===== config.mk =====
export PLATFORM = sky130hd
export DESIGN_NAME = tpa_prefix_tree
export DESIGN_NICKNAME = d
export VERILOG_FILES = /design/src/rtl/tpa_pkg.sv /design/src/rtl/tpa_ctrl.sv /design/src/rtl/tpa_inner.sv /design/src/rtl/tpa_leaf.sv /design/src/rtl/tpa_prefix_tree.sv
export SDC_FILE = /design/constraint.sdc
export NUM_CORES = 1
export LEC_CHECK = 0
export ABC_AREA = 1
export BUFFER_PORTS_ARGS = -buffer_cell sky130_fd_sc_hd__buf_2
export CAP_MARGIN = 0
export CORE_UTILIZATION = 52
export CTS_CLUSTER_DIAMETER = 30
export DETAILED_ROUTE_END_ITERATION = 16
export PLACE_DENSITY = 0.71
export SLEW_MARGIN = 20
export SYNTH_ARGS = -nofsm -noshare
export SYNTH_HDL_FRONTEND = slang
export SYNTH_SLANG_ARGS = --single-unit

===== constraint.sdc =====
create_clock -name clk -period 18 [get_ports clk]
set_input_delay 2.7 -clock clk [delete_from_list [all_inputs] [get_ports clk]]
set_output_delay 2.7 -clock clk [all_outputs]
set_load 0.02 [all_outputs]

===== src/rtl/tpa_pkg.sv =====
package tpa_pkg;

  // Sequencer phases of the tree.
  typedef enum logic [2:0] {
    PH_IDLE = 3'd0,
    PH_UP   = 3'd1,
    PH_PAIR = 3'd2,
    PH_SWAP = 3'd3,
    PH_DOWN = 3'd4
  } tpa_phase_e;

endpackage


===== src/rtl/tpa_ctrl.sv =====
module tpa_ctrl
  import tpa_pkg::*;
#(
  parameter int LVLS = 3,
  parameter int CW   = 3
) (
  input  logic             clk,
  input  logic             rst_n,
  input  logic             start_i,
  output tpa_phase_e       phase_o,
  output logic             sub_o,
  output logic [CW-1:0]    lvl_o,
  output logic             load_o,
  output logic             idle_o,
  output logic             done_o
);

  localparam int LAST_UD = (LVLS > 1) ? LVLS - 2 : 0;

  tpa_phase_e    ph_q, ph_d;
  logic [CW-1:0] cnt_q, cnt_d;
  logic          done_q, done_d;
  logic          adv;
  logic          load;

  // Next-state logic.
  always_comb begin
    ph_d   = ph_q;
    cnt_d  = cnt_q;
    done_d = 1'b0;
    load   = 1'b0;
    case (ph_q)
      PH_IDLE: begin
        if (start_i) begin
          load  = 1'b1;
          cnt_d = '0;
          ph_d  = (LVLS > 1) ? PH_UP : PH_PAIR;
        end
      end
      PH_UP: begin
        if (cnt_q == CW'(LAST_UD)) begin
          ph_d  = PH_PAIR;
          cnt_d = '0;
        end else begin
          cnt_d = cnt_q + CW'(1);
        end
      end
      PH_PAIR: begin
        if (cnt_q == CW'(1)) begin
          ph_d  = PH_SWAP;
          cnt_d = '0;
        end else begin
          cnt_d = cnt_q + CW'(1);
        end
      end
      PH_SWAP: begin
        if (cnt_q == CW'(1)) begin
          cnt_d = '0;
          if (LVLS > 1) begin
            ph_d = PH_DOWN;
          end else begin
            ph_d   = PH_IDLE;
            done_d = 1'b1;
          end
        end else begin
          cnt_d = cnt_q + CW'(1);
        end
      end
      PH_DOWN: begin
        if (cnt_q == CW'(LAST_UD)) begin
          ph_d   = PH_IDLE;
          cnt_d  = '0;
          done_d = 1'b1;
        end else begin
          cnt_d = cnt_q + CW'(1);
        end
      end
      default: begin
        ph_d  = PH_IDLE;
        cnt_d = '0;
      end
    endcase
  end

  assign adv = (ph_q != PH_IDLE) || start_i;

  // State registers.
  always_ff @(posedge clk or negedge rst_n) begin
    if (!rst_n) begin
      ph_q   <= PH_IDLE;
      cnt_q  <= '0;
      done_q <= 1'b0;
    end else begin
      if (adv) begin
        ph_q  <= ph_d;
        cnt_q <= cnt_d;
      end
      done_q <= done_d;
    end
  end

  // Depth addressed by the upward and downward passes.
  always_comb begin
    lvl_o = '0;
    if (ph_q == PH_UP)   lvl_o = CW'(LVLS - 1) - cnt_q;
    if (ph_q == PH_DOWN) lvl_o = cnt_q + CW'(2);
  end

  assign phase_o = ph_q;
  assign sub_o   = cnt_q[0];
  assign load_o  = load;
  assign idle_o  = (ph_q == PH_IDLE);
  assign done_o  = done_q;

  // done is a single-cycle pulse.
  p_done_pulse_r3: assert property (@(posedge clk) disable iff (!rst_n)
    done_q |=> !done_q);

  // done only follows a busy cycle.
  p_done_after_busy_r3: assert property (@(posedge clk) disable iff (!rst_n)
    done_q |-> $past(ph_q) != PH_IDLE);

  // the fix-up phase lasts two cycles and hands over to the swap phase.
  p_pair_to_swap_r7: assert property (@(posedge clk) disable iff (!rst_n)
    (ph_q == PH_PAIR && cnt_q == CW'(1)) |=> ph_q == PH_SWAP);

  // the upward phase only moves on to the fix-up phase.
  p_up_order_r7: assert property (@(posedge clk) disable iff (!rst_n)
    (ph_q == PH_UP) |=> (ph_q == PH_UP || ph_q == PH_PAIR));

  // a busy sequencer never asks for a reload.
  p_busy_no_load_r4: assert property (@(posedge clk) disable iff (!rst_n)
    (ph_q != PH_IDLE) |=> !(ph_q == PH_UP && cnt_q == '0 && $past(ph_q) == PH_UP));

endmodule


===== src/rtl/tpa_inner.sv =====
module tpa_inner
  import tpa_pkg::*;
#(
  parameter int W        = 16,
  parameter int CW       = 3,
  parameter int DEPTH    = 1,
  parameter bit IS_RIGHT = 1'b0
) (
  input  logic          clk,
  input  logic          rst_n,
  input  tpa_phase_e    phase_i,
  input  logic          sub_i,
  input  logic [CW-1:0] lvl_i,
  input  logic [W-1:0]  lc_i,
  input  logic [W-1:0]  rc_i,
  input  logic [W-1:0]  sib_i,
  input  logic [W-1:0]  par_i,
  output logic [W-1:0]  val_o
);

  logic [W-1:0] val_q, val_d, msg_q, msg_d;
  logic         val_en, msg_en;
  logic         my_lvl;

  assign my_lvl = (lvl_i == CW'(DEPTH));

  // Next-value logic.
  always_comb begin
    val_en = 1'b0;
    val_d  = val_q;
    msg_en = 1'b0;
    msg_d  = msg_q;
    case (phase_i)
      PH_UP: begin
        if (my_lvl) begin
          val_en = 1'b1;
          val_d  = lc_i + rc_i;
        end
      end
      PH_SWAP: begin
        if (IS_RIGHT) begin
          if (!sub_i) begin
            msg_en = 1'b1;
            msg_d  = sib_i;
          end else begin
            val_en = 1'b1;
            val_d  = msg_q;
          end
        end else if (sub_i) begin
          val_en = 1'b1;
          val_d  = '0;
        end
      end
      PH_DOWN: begin
        if (my_lvl) begin
          val_en = 1'b1;
          val_d  = val_q + par_i;
        end
      end
      default: ;
    endcase
  end

  always_ff @(posedge clk or negedge rst_n) begin
    if (!rst_n) begin
      val_q <= '0;
      msg_q <= '0;
    end else begin
      if (val_en) val_q <= val_d;
      if (msg_en) msg_q <= msg_d;
    end
  end

  assign val_o = val_q;

  // an upward step at this depth leaves the children's sum.
  p_up_sum_r8: assert property (@(posedge clk) disable iff (!rst_n)
    (phase_i == PH_UP && lvl_i == CW'(DEPTH)) |=> val_q == W'($past(lc_i) + $past(rc_i)));

  // a left child is cleared by the swap.
  p_clear_left_r10: assert property (@(posedge clk) disable iff (!rst_n)
    (!IS_RIGHT && phase_i == PH_SWAP && sub_i) |=> val_q == '0);

  // a right child ends the swap with its sibling's value.
  p_take_sib_r10: assert property (@(posedge clk) disable iff (!rst_n)
    (IS_RIGHT && phase_i == PH_SWAP && sub_i) |=> val_q == $past(sib_i));

  // a downward step at this depth adds the parent's value.
  p_down_add_r11: assert property (@(posedge clk) disable iff (!rst_n)
    (phase_i == PH_DOWN && lvl_i == CW'(DEPTH)) |=> val_q == W'($past(val_q) + $past(par_i)));

endmodule


===== src/rtl/tpa_leaf.sv =====
module tpa_leaf
  import tpa_pkg::*;
#(
  parameter int W        = 16,
  parameter int CW       = 3,
  parameter int LVLS     = 3,
  parameter bit IS_RIGHT = 1'b0
) (
  input  logic          clk,
  input  logic          rst_n,
  input  logic          load_i,
  input  logic          idle_i,
  input  tpa_phase_e    phase_i,
  input  logic          sub_i,
  input  logic [CW-1:0] lvl_i,
  input  logic [W-1:0]  opnd_i,
  input  logic [W-1:0]  sib_i,
  input  logic [W-1:0]  par_i,
  output logic [W-1:0]  val_o
);

  logic [W-1:0] val_q, val_d, msg_q, msg_d;
  logic         val_en, msg_en;

  // Next-value logic.
  always_comb begin
    val_en = 1'b0;
    val_d  = val_q;
    msg_en = 1'b0;
    msg_d  = msg_q;
    if (load_i) begin
      val_en = 1'b1;
      val_d  = opnd_i;
    end else begin
      case (phase_i)
        PH_PAIR: begin
          if (IS_RIGHT) begin
            if (!sub_i) begin
              msg_en = 1'b1;
              msg_d  = sib_i;
            end else begin
              val_en = 1'b1;
              val_d  = val_q + msg_q;
            end
          end
        end
        PH_DOWN: begin
          if (lvl_i == CW'(LVLS)) begin
            val_en = 1'b1;
            val_d  = val_q + par_i;
          end
        end
        default: ;
      endcase
    end
  end

  always_ff @(posedge clk or negedge rst_n) begin
    if (!rst_n) begin
      val_q <= '0;
      msg_q <= '0;
    end else begin
      if (val_en) val_q <= val_d;
      if (msg_en) msg_q <= msg_d;
    end
  end

  assign val_o = val_q;

  // the operand is captured on the load edge.
  p_load_r2: assert property (@(posedge clk) disable iff (!rst_n)
    load_i |=> val_q == $past(opnd_i));

  // an idle leaf holds its result.
  p_hold_idle_r5: assert property (@(posedge clk) disable iff (!rst_n)
    (idle_i && !load_i) |=> $stable(val_q));

  // a left leaf is untouched by the fix-up phase.
  p_left_keep_r9: assert property (@(posedge clk) disable iff (!rst_n)
    (!IS_RIGHT && phase_i == PH_PAIR) |=> $stable(val_q));

  // a right leaf ends the fix-up phase as the sum of the pair.
  p_pair_sum_r9: assert property (@(posedge clk) disable iff (!rst_n)
    (IS_RIGHT && phase_i == PH_PAIR && sub_i) |=> val_q == W'($past(val_q) + $past(sib_i)));

  // a downward step at leaf depth adds the parent's value.
  p_down_add_r11: assert property (@(posedge clk) disable iff (!rst_n)
    (phase_i == PH_DOWN && lvl_i == CW'(LVLS)) |=> val_q == W'($past(val_q) + $past(par_i)));

endmodule


===== src/rtl/tpa_prefix_tree.sv =====
module tpa_prefix_tree
  import tpa_pkg::*;
#(
  parameter int N = 8,
  parameter int W = 16
) (
  input  logic         clk,
  input  logic         rst_n,
  input  logic         start_i,
  input  logic [N*W-1:0] opnd_i,
  output logic         done_o,
  output logic [N*W-1:0] sum_o
);

  localparam int LVLS  = $clog2(N);
  localparam int CW    = $clog2(LVLS + 2);
  localparam int NODES = 2 * N - 1;

  // Reset: asserted asynchronously, released on the clock.
  logic rst_meta, rst_sync;
  always_ff @(posedge clk or negedge rst_n) begin
    if (!rst_n) begin
      rst_meta <= 1'b0;
      rst_sync <= 1'b0;
    end else begin
      rst_meta <= 1'b1;
      rst_sync <= rst_meta;
    end
  end

  tpa_phase_e    phase;
  logic          sub;
  logic [CW-1:0] lvl;
  logic          load, idle, done;

  tpa_ctrl #(.LVLS(LVLS), .CW(CW)) u_ctrl (
    .clk     (clk),
    .rst_n   (rst_sync),
    .start_i (start_i),
    .phase_o (phase),
    .sub_o   (sub),
    .lvl_o   (lvl),
    .load_o  (load),
    .idle_o  (idle),
    .done_o  (done)
  );

  // Node k (1-based, heap order) lives at bits [(k-1)*W +: W].
  logic [NODES*W-1:0] nv;

  // The root is never used; it stands in as a zero parent.
  assign nv[0 +: W] = '0;

  genvar k;
  generate
    for (k = 2; k < N; k++) begin : g_inner
      localparam int DEP = $clog2(k + 1) - 1;
      localparam int SIB = k ^ 1;
      tpa_inner #(
        .W(W), .CW(CW), .DEPTH(DEP), .IS_RIGHT((k % 2) == 1)
      ) u_node (
        .clk     (clk),
        .rst_n   (rst_sync),
        .phase_i (phase),
        .sub_i   (sub),
        .lvl_i   (lvl),
        .lc_i    (nv[(2*k-1)*W +: W]),
        .rc_i    (nv[(2*k)*W +: W]),
        .sib_i   (nv[(SIB-1)*W +: W]),
        .par_i   (nv[(k/2-1)*W +: W]),
        .val_o   (nv[(k-1)*W +: W])
      );
    end

    for (k = N; k < 2 * N; k++) begin : g_leaf
      localparam int SIB = k ^ 1;
      tpa_leaf #(
        .W(W), .CW(CW), .LVLS(LVLS), .IS_RIGHT((k % 2) == 1)
      ) u_leaf (
        .clk     (clk),
        .rst_n   (rst_sync),
        .load_i  (load),
        .idle_i  (idle),
        .phase_i (phase),
        .sub_i   (sub),
        .lvl_i   (lvl),
        .opnd_i  (opnd_i[(k-N)*W +: W]),
        .sib_i   (nv[(SIB-1)*W +: W]),
        .par_i   (nv[(k/2-1)*W +: W]),
        .val_o   (nv[(k-1)*W +: W])
      );
    end
  endgenerate

  assign sum_o  = nv[(N-1)*W +: N*W];
  assign done_o = done;

  // starting in the done cycle launches a new run at once.
  p_restart_on_done_r13: assert property (@(posedge clk) disable iff (!rst_sync)
    (done && start_i) |=> !idle);

endmodule


---- Word-level counts from Yosys, hierarchy flattened ----
Cells that the tools add are included.
storage, ports and cells
  register bits ........................... 345
  bits in latches ......................... 0
  bits in writable memories ............... 0
  ROM bits ................................ 0
  bits of input ports ..................... 131
  output and inout port bits .............. 129
  word-level logic and storage cells ...... 167
  memories ................................ 0
cells by class
  add/subtract/negate cells ............... 25
  multipliers ............................. 0
  div/mod/pow operators ................... 0
  magnitude comparators ................... 0
  equal/unequal tests ..................... 19
  shifts and indexed selects .............. 0
  mux-type cells .......................... 77
  bitwise operators ....................... 2
  reduce and logical (&&, ||, !) cells .... 18
operators by type and width
  kind                                                 number
  2-to-1 mux 16 bit                                    38
  adder 16 bit                                         22
  case mux 16 bit (2 select lines)                     6
  case mux 16 bit (3 select lines)                     4
  2-to-1 mux 3 bit                                     9
  2-to-1 mux 1 bit                                     15
  case mux 3 bit (5 select lines)                      1
  equality test 3 x 2 -> 1 bit, second input constant  4
  != test 2 bit, second input constant                 6
  AND reduction 4 bit                                  3
  equality test 3 x 1 -> 1 bit, second input constant  3
  nonzero test 3 bit                                   3
  != test 2 x 1 -> 1 bit, second input constant        3
  case mux 1 bit (2 select lines)                      3
  case mux 3 bit (2 select lines)                      1
  AND reduction 3 bit                                  2
  AND reduction 6 bit                                  1
  nonzero test 2 bit                                   3
  AND reduction 5 bit                                  1
  OR reduction 4 bit                                   1
  adder 3 x 1 -> 3 bit, second input constant          1
  adder 3 x 2 -> 3 bit, second input constant          1
  equality test 3 bit, second input constant           1
  zero test 3 bit                                      1
  7 further kinds                                      8

---- Depth between registers and ports, before layout ----
  word-level depth ........................ 8
  depth in mapped cells ................... 20
  mapped depth without buffers ............ 16

---- By module ----
From an unflattened synthesis, not the netlist that was laid out.
unflattened totals
  cell total of the unflattened synthesis .. 5398
  area total of the unflattened synthesis .. 35016.1 sq um
modules (own cells, without submodules)
  module                             times used  cells an instance  area each (sq um)  seq. area each (sq um)
  tpa_leaf (g_leaf[11].u_leaf ...)   4           379                2600.0             800.8
  tpa_inner (g_inner[3].u_node ...)  2           511                3367.0             800.8
  tpa_inner (g_inner[4].u_node ...)  2           459                2585.0             400.4
  tpa_inner (g_inner[7].u_node)      1           515                3362.0             800.8
  tpa_leaf (g_leaf[10].u_leaf ...)   2           226                1559.0             400.4
  tpa_inner (g_inner[2].u_node)      1           462                2647.5             400.4
  tpa_leaf (g_leaf[14].u_leaf)       1           229                1556.5             400.4
  tpa_leaf (g_leaf[8].u_leaf)        1           227                1532.7             400.4
  tpa_ctrl                           1           53                 437.9              175.2
  tpa_prefix_tree                    1           4                  57.6               50.0

---- Worst setup path after synthesis ----
Ideal clock, no wire load.
  kind .................................... input-to-reg
  from .................................... in start_i
  to ...................................... reg g_leaf[11].u_leaf.val_q[11]
  library setup time ...................... 0.134 ns
  data arrival time ....................... 3.578 ns
  required time ........................... 17.866 ns
  path slack .............................. 14.288 ns
  stages .................................. 6
  buffers on the path ..................... 2
  path through ............................ nand3_2 buf_2 buf_4 or2_2 nand3_1 o21ai_0
on the way
  longest elaborated chain between the ends .. 4
  elaborated cells between the ends (all ways) .. 8
  those cells by class .................... 2 x eq/ne; 4 x mux; 2 x reduce/logical
RTL lines
  item                                                                   RTL line              RTL
  start: declaration                                                     tpa_prefix_tree.sv:9  input logic start_i,
  2-to-1 mux 1 bit (*)                                                   tpa_ctrl.sv:34        if (start_i) begin
  2-to-1 mux 1 bit (*)                                                   tpa_ctrl.sv:32        case (ph_q)
  != test 3 x 1 -> 1 bit (no source line), or another cell as far along  --
  AND reduction 4 bit (no source line)                                   --
  end signal: assignment                                                 tpa_leaf.sv:63        if (val_en) val_q <= val_d;
  end: declaration                                                       tpa_leaf.sv:22        logic [W-1:0] val_q, val_d, msg_q, msg_d;
Mark *: on every way between the ends. The rest lies on a longest branch, timed or not.
A chain may end at the register's enable or synchronous reset.

---- Worst setup path after layout ----
  from .................................... in start_i
  to ...................................... reg g_leaf[14].u_leaf.val_q[11]
on the way
  longest elaborated chain between the ends .. 4
  elaborated cells between the ends (all ways) .. 7
  those cells by class .................... 4 x mux; 3 x reduce/logical
RTL lines
  item                                                                            RTL line
  2-to-1 mux 1 bit (*)                                                            tpa_ctrl.sv:34
  2-to-1 mux 1 bit (*)                                                            tpa_ctrl.sv:32
  nonzero test 2 bit (no source line) / 2-to-1 mux 1 bit (equally long branches)  --
  AND reduction 3 bit (no source line)                                            --
  end signal: assignment                                                          tpa_leaf.sv:63
  end: declaration                                                                tpa_leaf.sv:22
Marks and branches as above.

==> key figures <==
Synthesis
  • Main synth FF type: dfrtp_1
  • Cells taking the most area after synthesis: dfrtp_1, nand2_1, ha_1
  • Post-synthesis xor/xnor area fraction: 2.27%
  • Yosys cell types: 45
  • Cells after synthesis: 4,741
  • Top-count cell post-synth: nand2_1
  • Synth Area in Adders: 12.5%
  • Compound-Gate Fraction of Synth Area: 12.1%
  • Sequential area share after synthesis: 27.9%
  • Mux cell area share after synthesis: 1.31%
  • Synth top area share: 27.9%
  • Largest area contributor in the netlist: dfrtp_1
  • Seq cells post-synth: 345
  • Mapped Area: 30,900 um2
  • Post-synth ARST share: 100%
  • Simple-Gate Fraction of Synth Area: 34.9%
  • Top post-synthesis cells by count: nand2_1, inv_1, nand3_1
  • Syn Area/Cell: 6.52 um2
  • Syn_nets: 5,171
  • Post-synth EDFFs: 0
  • Warning count from the yosys run: 0
  • Largest family of logic cells by synthesized area: simple AND/OR/NAND/NOR gates

Timing
  • Total Negative Setup Slacks: 0 ns
  • Setup Skew: 0.0666 ns
  • Final Hold Fails: 0
  • Slew Limit Fails: 0
  • Setup violators final: 0
  • RSZ-0062 raised after global routing: false
  • Period utilisation layout: 26.1%
  • Min Tclk post-route: 4.70 ns
  • Fmax: 213 MHz
  • Worst Tran Pin Value: 1.10 ns
  • Slew HR: 26.4%

Final layout
  • Final net count: 5,401
  • Non-Filler Instances: 5,812
  • Area growth, synth to finish: 16.3%
  • Fraction of layout cells with a size suffix above 1: 10.7%

GRT
  • Met2 Resource Use GR: 50.3%
  • First-pass GRT wire length: 171 mm
  • Initial antenna violation count: 2
  • Grt met3 use: 8.53%
  • Grt ovf: 0
  • Gr usage total: 36.8%
  • Gr busiest metal: met1
  • M1 GR Usage: 57.1%
  • Largest net degree at the start of global routing: 211
  • Vias in the first global route: 29.3k

Detailed routing
  • Routed Antenna Nets: 0
  • 1st-iter DRT viols: 3,210
  • Routed wire length: 112 mm
  • Vias/cell: 5.60
  • Drt pass-1 iters: 9
  • Via count: 32.6k
  • Routed wire length per instance: 19.2 um
  • Residual DRC count: 0

Critical path
  • Crit start category: input pin
  • Critical Path RT: 18.49 ns
  • CP Capture Type: flop
  • Crit path DAT: 5.19 ns
  • Worst Setup Path Type: input pin to flop
  • Critical Path Fanout Max: 72

Placed design
  • Dpl hpwl: 85.8 mm
  • Port-buffer cells: 259
  • Gpl congestion: 1.01
  • Dpl cells: 5,645

Clocking
  • Clock Path Buffers: 3
  • CTS Hold Bufs: 0
  • H-tree depth: 3
  • Clock Pin Slew Worst Setup and Hold Paths: 0.05 ns
  • TritonCTS clock tree: done
  • Clk_lat worst skew: 0.66 ns
  • Clk root buf: clkbuf_16
  • CTS buffer count: 89
  • # resized after CTS: 0
  • Post-CTS Setup Repair Bufs: 0
  • Clock sink count: 345

Min path
  • Hold Crit Class: flop to flop

Run status
  • Run status: completed

Floorplan
  • IO Count: 260
  • Die W: 246 um
  • DIE HEIGHT: 246 um
  • Die area: 60,400 um2
  • # rows: 88
  • Core Box Area: 58,200 um2
  • Initial Util: 53.0%

Job
  • Max-Cap Viols: 0
==> sequential cells by signal, summed over array words and instances (netlist names) <==
name,count
g_inner.u_node.msg_q,48
g_inner.u_node.val_o,96
g_leaf.u_leaf.msg_q,64
g_leaf.u_leaf.val_o,128
rst_meta,1
rst_sync,1
u_ctrl.cnt_q,3
u_ctrl.done_o,1
u_ctrl.phase_o,3
==> placed cells by master, fill, tap and decap left out, types with 19 or more instances in the layout <==
cell type  Yosys  routed
o211ai_1      32      32
nor2_1       377     377
dfrtp_1      345     344
nand3b_1      35      35
a21oi_1      248     248
nand4_1       60      60
clkbuf_16      0      89
buf_2         63     259
inv_1        560     559
nand2_1     1599    1597
mux2_2        36      36
and2_1        19      19
nor3_1        35      35
o21ai_0      298     298
a31oi_1       48      48
xnor2_1       35      35
nand3_1      393     393
xor2_1        45      45
or2_2         52      52
ha_1         281     281
==> cells by family after synthesis <==
logic type	Yosys count
AND/OR/NAND/NOR	2588
AO/OA/AOI/OAI	691
flip-flops	345
other	1
XOR/XNOR	80
multiplexers	36
adder cells (fa/ha/maj)	299
buffers and inverters	701
==> final timing paths <==
kind | from | endpoint | slack (ns) | depth (start not counted)
worst max-delay path | start_i | g_leaf[14].u_leaf.val_o[11] | 13.30 | 7
worst min-delay path | rst_meta | rst_sync | 0.35 | 0
worst max register to register | u_ctrl.phase_o[1] | g_inner[4].u_node.val_o[14] | 13.61 | 10
worst min register to register | rst_meta | rst_sync | 0.35 | 0
max in group asynchronous | rst_sync | g_inner[2].u_node.val_o[2] | 16.07 | 1
min in group asynchronous | rst_sync | g_leaf[11].u_leaf.val_o[9] | 0.43 | 0
==> metrics by stage <==
step	area, um2	hold slack [ns]	worst slack [ns]	utilization [%]
final	35900	0.349	13.30	61.7
after global routing	35900	0.364	13.16	61.7
after CTS	35900	0.352	13.39	61.7
after detailed placement	32700	0.341	12.77	56.1
after global placement	32700	0.341	12.88	56.1
after floorplan	30900	0.331	7.67	-
==> final cells by class <==
type | instances | area (um2)
fill | 5519 | 22300
multi-input combinational | 3695 | 19500
sequential | 345 | 8640
clock buffer | 115 | 2500
inverter | 568 | 2130
timing repair buffer | 272 | 1420
tap | 765 | 957
clock inverter | 51 | 718
antenna | 1 | 2.50
==> metal layers <==
metal / part of all wire [%] / vias up / routed length, um
met1: 47 / 15015 / 52900
met5: 0.011 / - / 12
met2: 39 / 1472 / 43900
met4: 2.2 / 2 / 2510
li1: - / 15908 / -
met3: 11 / 169 / 12200
==> critical path: stages <==
cell	delay (ns)
buf_2	0.12
nand3_4	0.37
nand2_4	0.55
inv_2	1.03
nor2_1	0.13
nand2_1	0.13
o21ai_0	0.08
Power is left out: the tool's default activity adds up to more than one toggle a clock period on the data nets, which glitch-free logic cannot reach.
